File: src/rtl/pcs_pkg.sv
package pcs_pkg;

  typedef enum logic [1:0] {
    ST_IDLE   = 2'd0,
    ST_SETTLE = 2'd1,
    ST_LOW    = 2'd2,
    ST_HIGH   = 2'd3
  } pcs_state_e;

endpackage

File: src/rtl/pcs_half_timer.sv
module pcs_half_timer #(
  parameter int HALF_CYC = 100
) (
  input  logic clk,
  input  logic rst_n,
  input  logic restart,
  output logic expire
);
  localparam int CW = (HALF_CYC > 1) ? $clog2(HALF_CYC) : 1;
  localparam logic [CW-1:0] LAST = CW'(HALF_CYC - 1);

  logic [CW-1:0] cnt;

  assign expire = (cnt == LAST);

  always_ff @(posedge clk or negedge rst_n) begin
    if (!rst_n) begin
      cnt <= '0;
    end else if (restart || expire) begin
      cnt <= '0;
    end else begin
      cnt <= cnt + 1'b1;
    end
  end

  // restart always begins a fresh full half-period
  assert_restart_full_R4: assert property (@(posedge clk) disable iff (!rst_n)
    (restart && HALF_CYC > 1) |=> !expire);

endmodule

File: src/rtl/pcs_frame_shifter.sv
module pcs_frame_shifter #(
  parameter int FRAME_W = 9
) (
  input  logic               clk,
  input  logic               rst_n,
  input  logic               load,
  input  logic [FRAME_W-1:0] load_frame,
  input  logic               shift,
  output logic               msb
);
  logic [FRAME_W-1:0] sh;

  assign msb = sh[FRAME_W-1];

  always_ff @(posedge clk or negedge rst_n) begin
    if (!rst_n) begin
      sh <= '1;
    end else if (load) begin
      sh <= load_frame;
    end else if (shift) begin
      sh <= {sh[FRAME_W-2:0], 1'b1};
    end
  end

endmodule

File: src/rtl/pcs_link_ctrl.sv
module pcs_link_ctrl
  import pcs_pkg::*;
#(
  parameter int FRAME_W = 9
) (
  input  logic clk,
  input  logic rst_n,
  input  logic req_valid,
  input  logic expire,
  input  logic msb_bit,
  output logic req_ready,
  output logic busy,
  output logic done,
  output logic restart,
  output logic load,
  output logic shift,
  output logic csn,
  output logic sclk,
  output logic sdo
);
  localparam int BW = $clog2(FRAME_W + 1);
  localparam logic [BW-1:0] LAST_BIT = BW'(FRAME_W);

  pcs_state_e    st;
  logic [BW-1:0] bit_cnt;
  logic          accept;
  logic          go_low;

  always_comb begin
    req_ready = (st == ST_IDLE);
    busy      = !req_ready;
    accept    = req_valid && req_ready;
    restart   = accept;
    load      = accept;
    go_low    = expire && ((st == ST_SETTLE) ||
                           ((st == ST_HIGH) && (bit_cnt != LAST_BIT)));
    shift     = go_low;
  end

  always_ff @(posedge clk or negedge rst_n) begin
    if (!rst_n) begin
      st      <= ST_IDLE;
      bit_cnt <= '0;
      csn     <= 1'b1;
      sclk    <= 1'b1;
      sdo     <= 1'b1;
      done    <= 1'b0;
    end else begin
      done <= 1'b0;
      unique case (st)
        ST_IDLE: begin
          if (accept) begin
            st      <= ST_SETTLE;
            csn     <= 1'b0;
            bit_cnt <= '0;
          end
        end
        ST_LOW: begin
          if (expire) begin
            st   <= ST_HIGH;
            sclk <= 1'b1;
          end
        end
        ST_SETTLE, ST_HIGH: begin
          if (go_low) begin
            st      <= ST_LOW;
            sclk    <= 1'b0;
            sdo     <= msb_bit;
            bit_cnt <= bit_cnt + 1'b1;
          end else if (expire && st == ST_HIGH) begin
            st   <= ST_IDLE;
            csn  <= 1'b1;
            sdo  <= 1'b1;
            done <= 1'b1;
          end
        end
        default: st <= ST_IDLE;
      endcase
    end
  end

  assert_bit_bound_R3: assert property (@(posedge clk) disable iff (!rst_n)
    bit_cnt <= LAST_BIT);

  assert_sclk_in_frame_R3: assert property (@(posedge clk) disable iff (!rst_n)
    $fell(sclk) |-> !csn);

  assert_sdo_hold_R5: assert property (@(posedge clk) disable iff (!rst_n)
    (!csn && sclk && $past(sclk) && !$past(csn)) |-> $stable(sdo));

  assert_idle_levels_R6: assert property (@(posedge clk) disable iff (!rst_n)
    csn |-> (sclk && sdo));

  assert_ready_idle_R7: assert property (@(posedge clk) disable iff (!rst_n)
    req_ready |-> csn);

  assert_done_single_R8: assert property (@(posedge clk) disable iff (!rst_n)
    done |=> !done);

  assert_done_at_rise_R8: assert property (@(posedge clk) disable iff (!rst_n)
    $rose(csn) |-> done);

endmodule

File: src/rtl/panel_cmd_serializer.sv
module panel_cmd_serializer #(
  parameter int HALF_CYC  = 100,
  parameter int PAYLOAD_W = 8
) (
  input  logic                 clk,
  input  logic                 rst_n,
  input  logic                 req_valid,
  output logic                 req_ready,
  input  logic                 req_is_data,
  input  logic [PAYLOAD_W-1:0] req_byte,
  output logic                 busy,
  output logic                 done,
  output logic                 lnk_csn,
  output logic                 lnk_sclk,
  output logic                 lnk_sdo
);
  localparam int FRAME_W = PAYLOAD_W + 1;

  logic               expire;
  logic               restart;
  logic               load;
  logic               shift;
  logic               msb_bit;
  logic [FRAME_W-1:0] frame;

  // kind flag leads the frame
  assign frame = {req_is_data, req_byte};

  pcs_half_timer #(.HALF_CYC(HALF_CYC)) u_timer (
    .clk     (clk),
    .rst_n   (rst_n),
    .restart (restart),
    .expire  (expire)
  );

  pcs_frame_shifter #(.FRAME_W(FRAME_W)) u_shift (
    .clk        (clk),
    .rst_n      (rst_n),
    .load       (load),
    .load_frame (frame),
    .shift      (shift),
    .msb        (msb_bit)
  );

  pcs_link_ctrl #(.FRAME_W(FRAME_W)) u_ctrl (
    .clk       (clk),
    .rst_n     (rst_n),
    .req_valid (req_valid),
    .expire    (expire),
    .msb_bit   (msb_bit),
    .req_ready (req_ready),
    .busy      (busy),
    .done      (done),
    .restart   (restart),
    .load      (load),
    .shift     (shift),
    .csn       (lnk_csn),
    .sclk      (lnk_sclk),
    .sdo       (lnk_sdo)
  );

  assert_busy_inverse_R9: assert property (@(posedge clk) disable iff (!rst_n)
    busy != req_ready);

endmodule

File: config.mk
export PLATFORM = sky130hd
export DESIGN_NAME = panel_cmd_serializer
export DESIGN_NICKNAME = d
export VERILOG_FILES = /design/src/rtl/pcs_pkg.sv /design/src/rtl/pcs_half_timer.sv /design/src/rtl/pcs_frame_shifter.sv /design/src/rtl/pcs_link_ctrl.sv /design/src/rtl/panel_cmd_serializer.sv
export SDC_FILE = /design/constraint.sdc
export NUM_CORES = 1
export LEC_CHECK = 0
export BUFFER_PORTS_ARGS = -buffer_cell sky130_fd_sc_hd__buf_2
export CAP_MARGIN = 20
export CELL_PAD_IN_SITES_DETAIL_PLACEMENT = 0
export CELL_PAD_IN_SITES_GLOBAL_PLACEMENT = 1
export CORE_ASPECT_RATIO = 0.75
export CORE_UTILIZATION = 43
export CTS_CLUSTER_DIAMETER = 120
export DETAILED_ROUTE_END_ITERATION = 12
export PLACE_DENSITY = 0.78
export SKIP_LAST_GASP = 1
export SYNTH_ARGS = -nofsm -noshare
export SYNTH_HDL_FRONTEND = slang
export SYNTH_SLANG_ARGS = --single-unit
File: constraint.sdc
create_clock -name clk -period 1.9 [get_ports clk]
set_input_delay 0.475 -clock clk [delete_from_list [all_inputs] [get_ports clk]]
set_output_delay 0.475 -clock clk [all_outputs]
set_load 0.05 [all_outputs]
Yosys cells after proc, flatten, opt, wreduce, memory -nomap -nowiden

Index checks and enable logic that the tools add are counted.

Multiplexer cells: 22
Equal/unequal tests: 11
Reduce and logical (&&, ||, !) cells: 18
Add/sub/neg operators: 2

Operators by type and width:

| cell                                                                   | number |
|---|---|
| 9-bit 2-to-1 mux                                                       | 2 |
| 1-bit 2-to-1 mux                                                       | 9 |
| 3-bit AND reduction                                                    | 3 |
| 2-bit 2-to-1 mux                                                       | 4 |
| 4-bit 2-to-1 mux                                                       | 2 |
| 4-bit one-hot mux with 2 select lines                                  | 1 |
| 2-bit nonzero test                                                     | 4 |
| 7-bit by 1-bit adder with 7-bit output (second input constant)         | 1 |
| 7-bit equality test (second input constant)                            | 1 |
| 7-bit 2-to-1 mux                                                       | 1 |
| 2-bit by 1-bit != test with 1-bit output (second input constant)       | 3 |
| 2-bit one-hot mux with 3 select lines                                  | 1 |
| 4-bit by 1-bit adder with 4-bit output (second input constant)         | 1 |
| 2-bit equality test (second input constant)                            | 2 |
| 1-bit logical AND                                                      | 4 |
| 2-bit != test (second input constant)                                  | 2 |
| 4-bit != test (second input constant)                                  | 1 |
| 1-bit one-hot mux with 2 select lines                                  | 2 |
| 4-bit AND reduction                                                    | 1 |
| 3-bit by 2-bit != test with 1-bit output (second input constant)       | 1 |
| 2-bit by 1-bit equality test with 1-bit output (second input constant) | 1 |
| 2-bit logical NOT                                                      | 1 |
| 1-bit logical OR                                                       | 2 |
| 2-bit AND reduction                                                    | 1 |
| 2 further kinds                                                        | 2 |

Bits in registers: 26

Depth between registers and ports, before layout

Depth in word-level cells: 6
Depth in mapped cells: 6

Hierarchy

A second synthesis with hierarchy kept.

Cells, all modules: 117
Area total of the unflattened synthesis: 1248.7 µm²

By module, submodules not included:

| module            | area an instance (µm²) | times used | cells each |
|---|---|---|---|
| pcs_link_ctrl     | 493.0                  | 1          | 47 |
| pcs_frame_shifter | 436.7                  | 1          | 39 |
| pcs_half_timer    | 319.1                  | 1          | 31 |

Worst setup path before layout

No wires, ideal clock.

Kind: reg2out
Start: reg u_ctrl.st[0]
End: out busy
Buffers on the path: 0
Setup slack: -0.140 ns
Data arrival time: 1.565 ns
Required time: 1.425 ns
Cell stages (with the launch flop): 3
Path through: dfrtp_1 -> nor2_1 -> inv_1

Word-level cells in the longest chain between the ends: 2

RTL lines:

| item                   | RTL line                   | RTL |
|---|---|---|
| from (decl)            | pcs_link_ctrl.sv:24        | `pcs_state_e st;` |
| from (signal assigned) | pcs_link_ctrl.sv:42        | `st <= ST_IDLE;` |
| from (signal assigned) | pcs_link_ctrl.sv:53        | `st <= ST_SETTLE;` |
| from (signal assigned) | pcs_link_ctrl.sv:60        | `st <= ST_HIGH;` |
| 2-bit logical NOT      | pcs_link_ctrl.sv:30        | `req_ready = (st == ST_IDLE);` |
| via req_ready          | panel_cmd_serializer.sv:8  | `output logic req_ready,` |
| 1-bit logical NOT      | pcs_link_ctrl.sv:31        | `busy = !req_ready;` |
| to (decl)              | panel_cmd_serializer.sv:11 | `output logic busy,` |

The timed path passes the listed nets, and every way through them passes these cells.

==> out/metrics.yaml <==
clock_network:
  clock_latency_ns: 0.27
  numCtsBuffers: 3
  cts.reportedPaths.clkPinSlew_ns: 0.09
  root_buffer: "clkbuf_8"
  cts_tree: "yes"
  clk_path_buf_depth: 2
  htree_levels: 1
  postCtsSetupBuffers: 0
  numClockSinks: 26
pwr:
  combPwrFrac_pct: 3.4
  p_int_mw: 0.872
  swShare_pct: 18.1
  p_seq_share_pct: 54.4
  p_switching_mw: 0.192
  clockPowerShare_pct: 42.2
  power.leakage_nw: 0.631
  vdd_drop_max_mv: 0.532
  p_per_area_mw_per_mm2: 737
  power_mw: 1.06
setup_path:
  critical_path.slowest_cell: "or4b_4"
  startpoint_type: "register"
  crit_buf_inv: 0
  critPathTopFamily: "simple AND/OR/NAND/NOR gates"
  worstSetupPathType: "reg -> reg"
  crit_chain: "or4b_4 -> nor2_1 -> mux2_2"
  cp.arrival_ns: 1.94
  crit_cells: 3
  reg2reg_depth: 3
  critPathCaptureType: "register"
  max_stage_delay_ns: 0.58
  worstPathRequired_ns: 2.06
  critPathMaxFanout: 6
grt:
  antenna_found_initial: 0
  grt_pass1_vias: 764
  grt_max_degree: 27
  grt.total_usage_pct: 16.6
  grt_pass1_wl_mm: 3.67
  grt.overflow.total: 0
floorplanning:
  io_pins: 18
  num_rows: 16
  dieArea_mm2: 0.00305
  die_x_um: 63.4
  chipHeight_um: 48.1
  core-area_mm2: 0.00264
  start_util_pct: 46.0
placement:
  portBuffers: 17
  dpl.hpwl_mm: 1.72
  routabilityCongestion: 0.820
drt:
  drt_iter0_markers: 39
  via_per_inst: 5.37
  drtPass1Iterations: 4
  num_vias: 919
  finalWirelength_mm: 2.32
  avgRoutedWirePerCell_um: 13.5
  drtAntennaViolNets: 0
  drc: 0
worst_hold_path:
  hold_class: "in -> async"
finish:
  antenna_cells: 0
  drive_above_1_share_pct: 32.6
  fill_cells: 253
  multiInputGateArea_um2: 509
  ff_latch_area_um2: 666
  nNetsFinal: 151
  area_growth_pct: 18.7
timing:
  hold_viol: 0
  finalSetupTns_ns: 0
  tightest_slew_ns: 0.566
  setup_viol: 0
  max_slew_margin_pct: 62.3
  timing.fmax_ghz: 0.561
  rsz0062_at_grt: "no"
  drv_slew: 0
  finClkSkew_ns: 0.00412
  min_period_ns: 1.78
  finalCritPeriodShare_pct: 93.8
synthesis:
  synth.avg_cell_area_um2: 10.8
  syn_area_mm2: 0.00122
  ys_seq_elements: 26
  synth.distinct_cells: 34
  yosys.area.top_type: "dfrtp_1"
  synth_top_area_share_pct: 28.8
  seq_area_frac_synth_pct: 54.7
  yosysWarnings: 0
  synth.area.top_cells: "dfrtp_1 (29%), dfstp_2 (26%), a221o_1 (4.1%)"
  syn-num-nets: 128
  syn-instance-count: 113
flow_run:
  maxCapViolCount: 0
status:
  outcome: "complete, no violations"
[logic make-up (layout without fill, tap and decap cells)]
| family | Yosys count | after routing | share of synthesized area (%) |
|---|---|---|---|
| AOI/OAI and AO/OA | 23 | 23 | 13.4 |
| xor gates and xnor gates | 3 | 3 | 2.16 |
| adders and majority gates | 3 | 3 | 3.09 |
| buffers and inverters | 13 | 35 | 4.12 |
| DFF | 26 | 26 | 54.7 |
| muxes | 4 | 4 | 3.50 |
| and+or+nand+nor | 41 | 41 | 19.0 |
[path summary, 6_finish.rpt]
| kind | slack, ns | start | endpoint |
|---|---|---|---|
| max in group asynchronous | 1.33 | rst_n | u_shift.sh[2] |
| setup / recovery | 0.12 | u_timer.cnt[2] | register |
| hold reg to reg | 0.48 | u_ctrl.csn | u_ctrl.csn |
| min in group clk | 0.45 | req_byte[3] | u_shift.sh[3] |
| setup reg to reg | 0.12 | u_timer.cnt[2] | register |
| hold / removal | 0.19 | rst_n | u_timer.cnt[0] |
[registers in the layout (all words and copies together) (netlist names), named ones only]
register,cells
u_ctrl.sclk,1
u_ctrl.sdo,1
u_ctrl.csn,1
u_timer.cnt,7
u_shift.sh,9
u_ctrl.st,1
u_ctrl.done,1
u_ctrl.bit_cnt,4
[power by group through the flow]
stage | clock, mW | combinational, mW | sequential (mW)
3_3_place_gp | 0 | 0.0354 | 0.588
5_1_grt | 0.485 | 0.0411 | 0.580
6_report | 0.449 | 0.0359 | 0.579
2_1_floorplan | 0 | 0.0135 | 0.586
3_5_place_dp | 0 | 0.0377 | 0.588
4_1_cts | 0.460 | 0.0372 | 0.579
[cell type report]
type                            instances  share of cell area, %
Sequential cell                        26                   46.1
Multi-Input combinational cell         74                   35.3
Timing Repair Buffer                   21                   7.97
Tap cell                               36                   3.12
Clock buffer                            3                   2.86
Inverter                               10                   2.60
Clock inverter                          1                   2.08
[metrics by stage]
step | std cells | instance area, um2 | hold WS (ns) | setup WS, ns | util, %
after floorplan | 113 | 1220 | 0.179 | 0.170 | -
after global routing | 171 | 1440 | 0.222 | 0.0359 | 54.6
after global placement | 167 | 1370 | 0.464 | 0.157 | 51.7
final | 171 | 1440 | 0.192 | 0.118 | 54.6
after CTS | 171 | 1440 | 0.209 | 0.0870 | 54.4
after detailed placement | 167 | 1370 | 0.476 | 0.105 | 51.7
[cell usage in the layout (no fill, tap or decap), types with 4 or more instances in the layout]
cell / synthesis / layout
nand2_1: 6 / 6
a21oi_1: 6 / 6
dfstp_2: 12 / 12
buf_2: 1 / 17
and2_1: 5 / 5
nand3_1: 5 / 5
inv_1: 10 / 10
a221o_1: 5 / 5
dfrtp_1: 14 / 14
nor2_1: 11 / 10
buf_4: 0 / 4
[Yosys cell counts]
cell type and number:
o31ai_1 1, a211oi_1 1, nand3_1 5, ha_1 3
nand2_1 6, nor2b_1 1, inv_1 10, and2_1 5
nand2b_1 1, o31a_1 1, a221o_1 5, or3b_2 1
a31oi_1 2, buf_2 1, nor2_1 11, o21ai_1 1
nor4b_2 1, a21oi_1 6, nand4_1 1, dfstp_2 12
xor2_1 2, nor3b_1 1, nand4b_1 1, or4b_4 1
mux2_2 2, clkbuf_1 2, and3_1 2, a221oi_1 3
or4_1 1, dfrtp_1 14, or3_1 3, mux2i_1 2
o21ai_0 3, xnor2_1 1
[per-layer routing]
| metal | global-route usage, % | share of wire (%) |
|---|---|---|
| met5 | 0 | 0 |
| met3 | 5.24 | 5.8 |
| met1 | 22.7 | 50 |
| met2 | 26.4 | 44 |
| met4 | 3.64 | 0.17 |
[repair_timing]
item	4_1_cts	5_1_grt
hold buffers	0	0
resized for setup	0	1
setup endpoints to repair	0	9
Note: power is estimated with default switching activity, not from simulation.
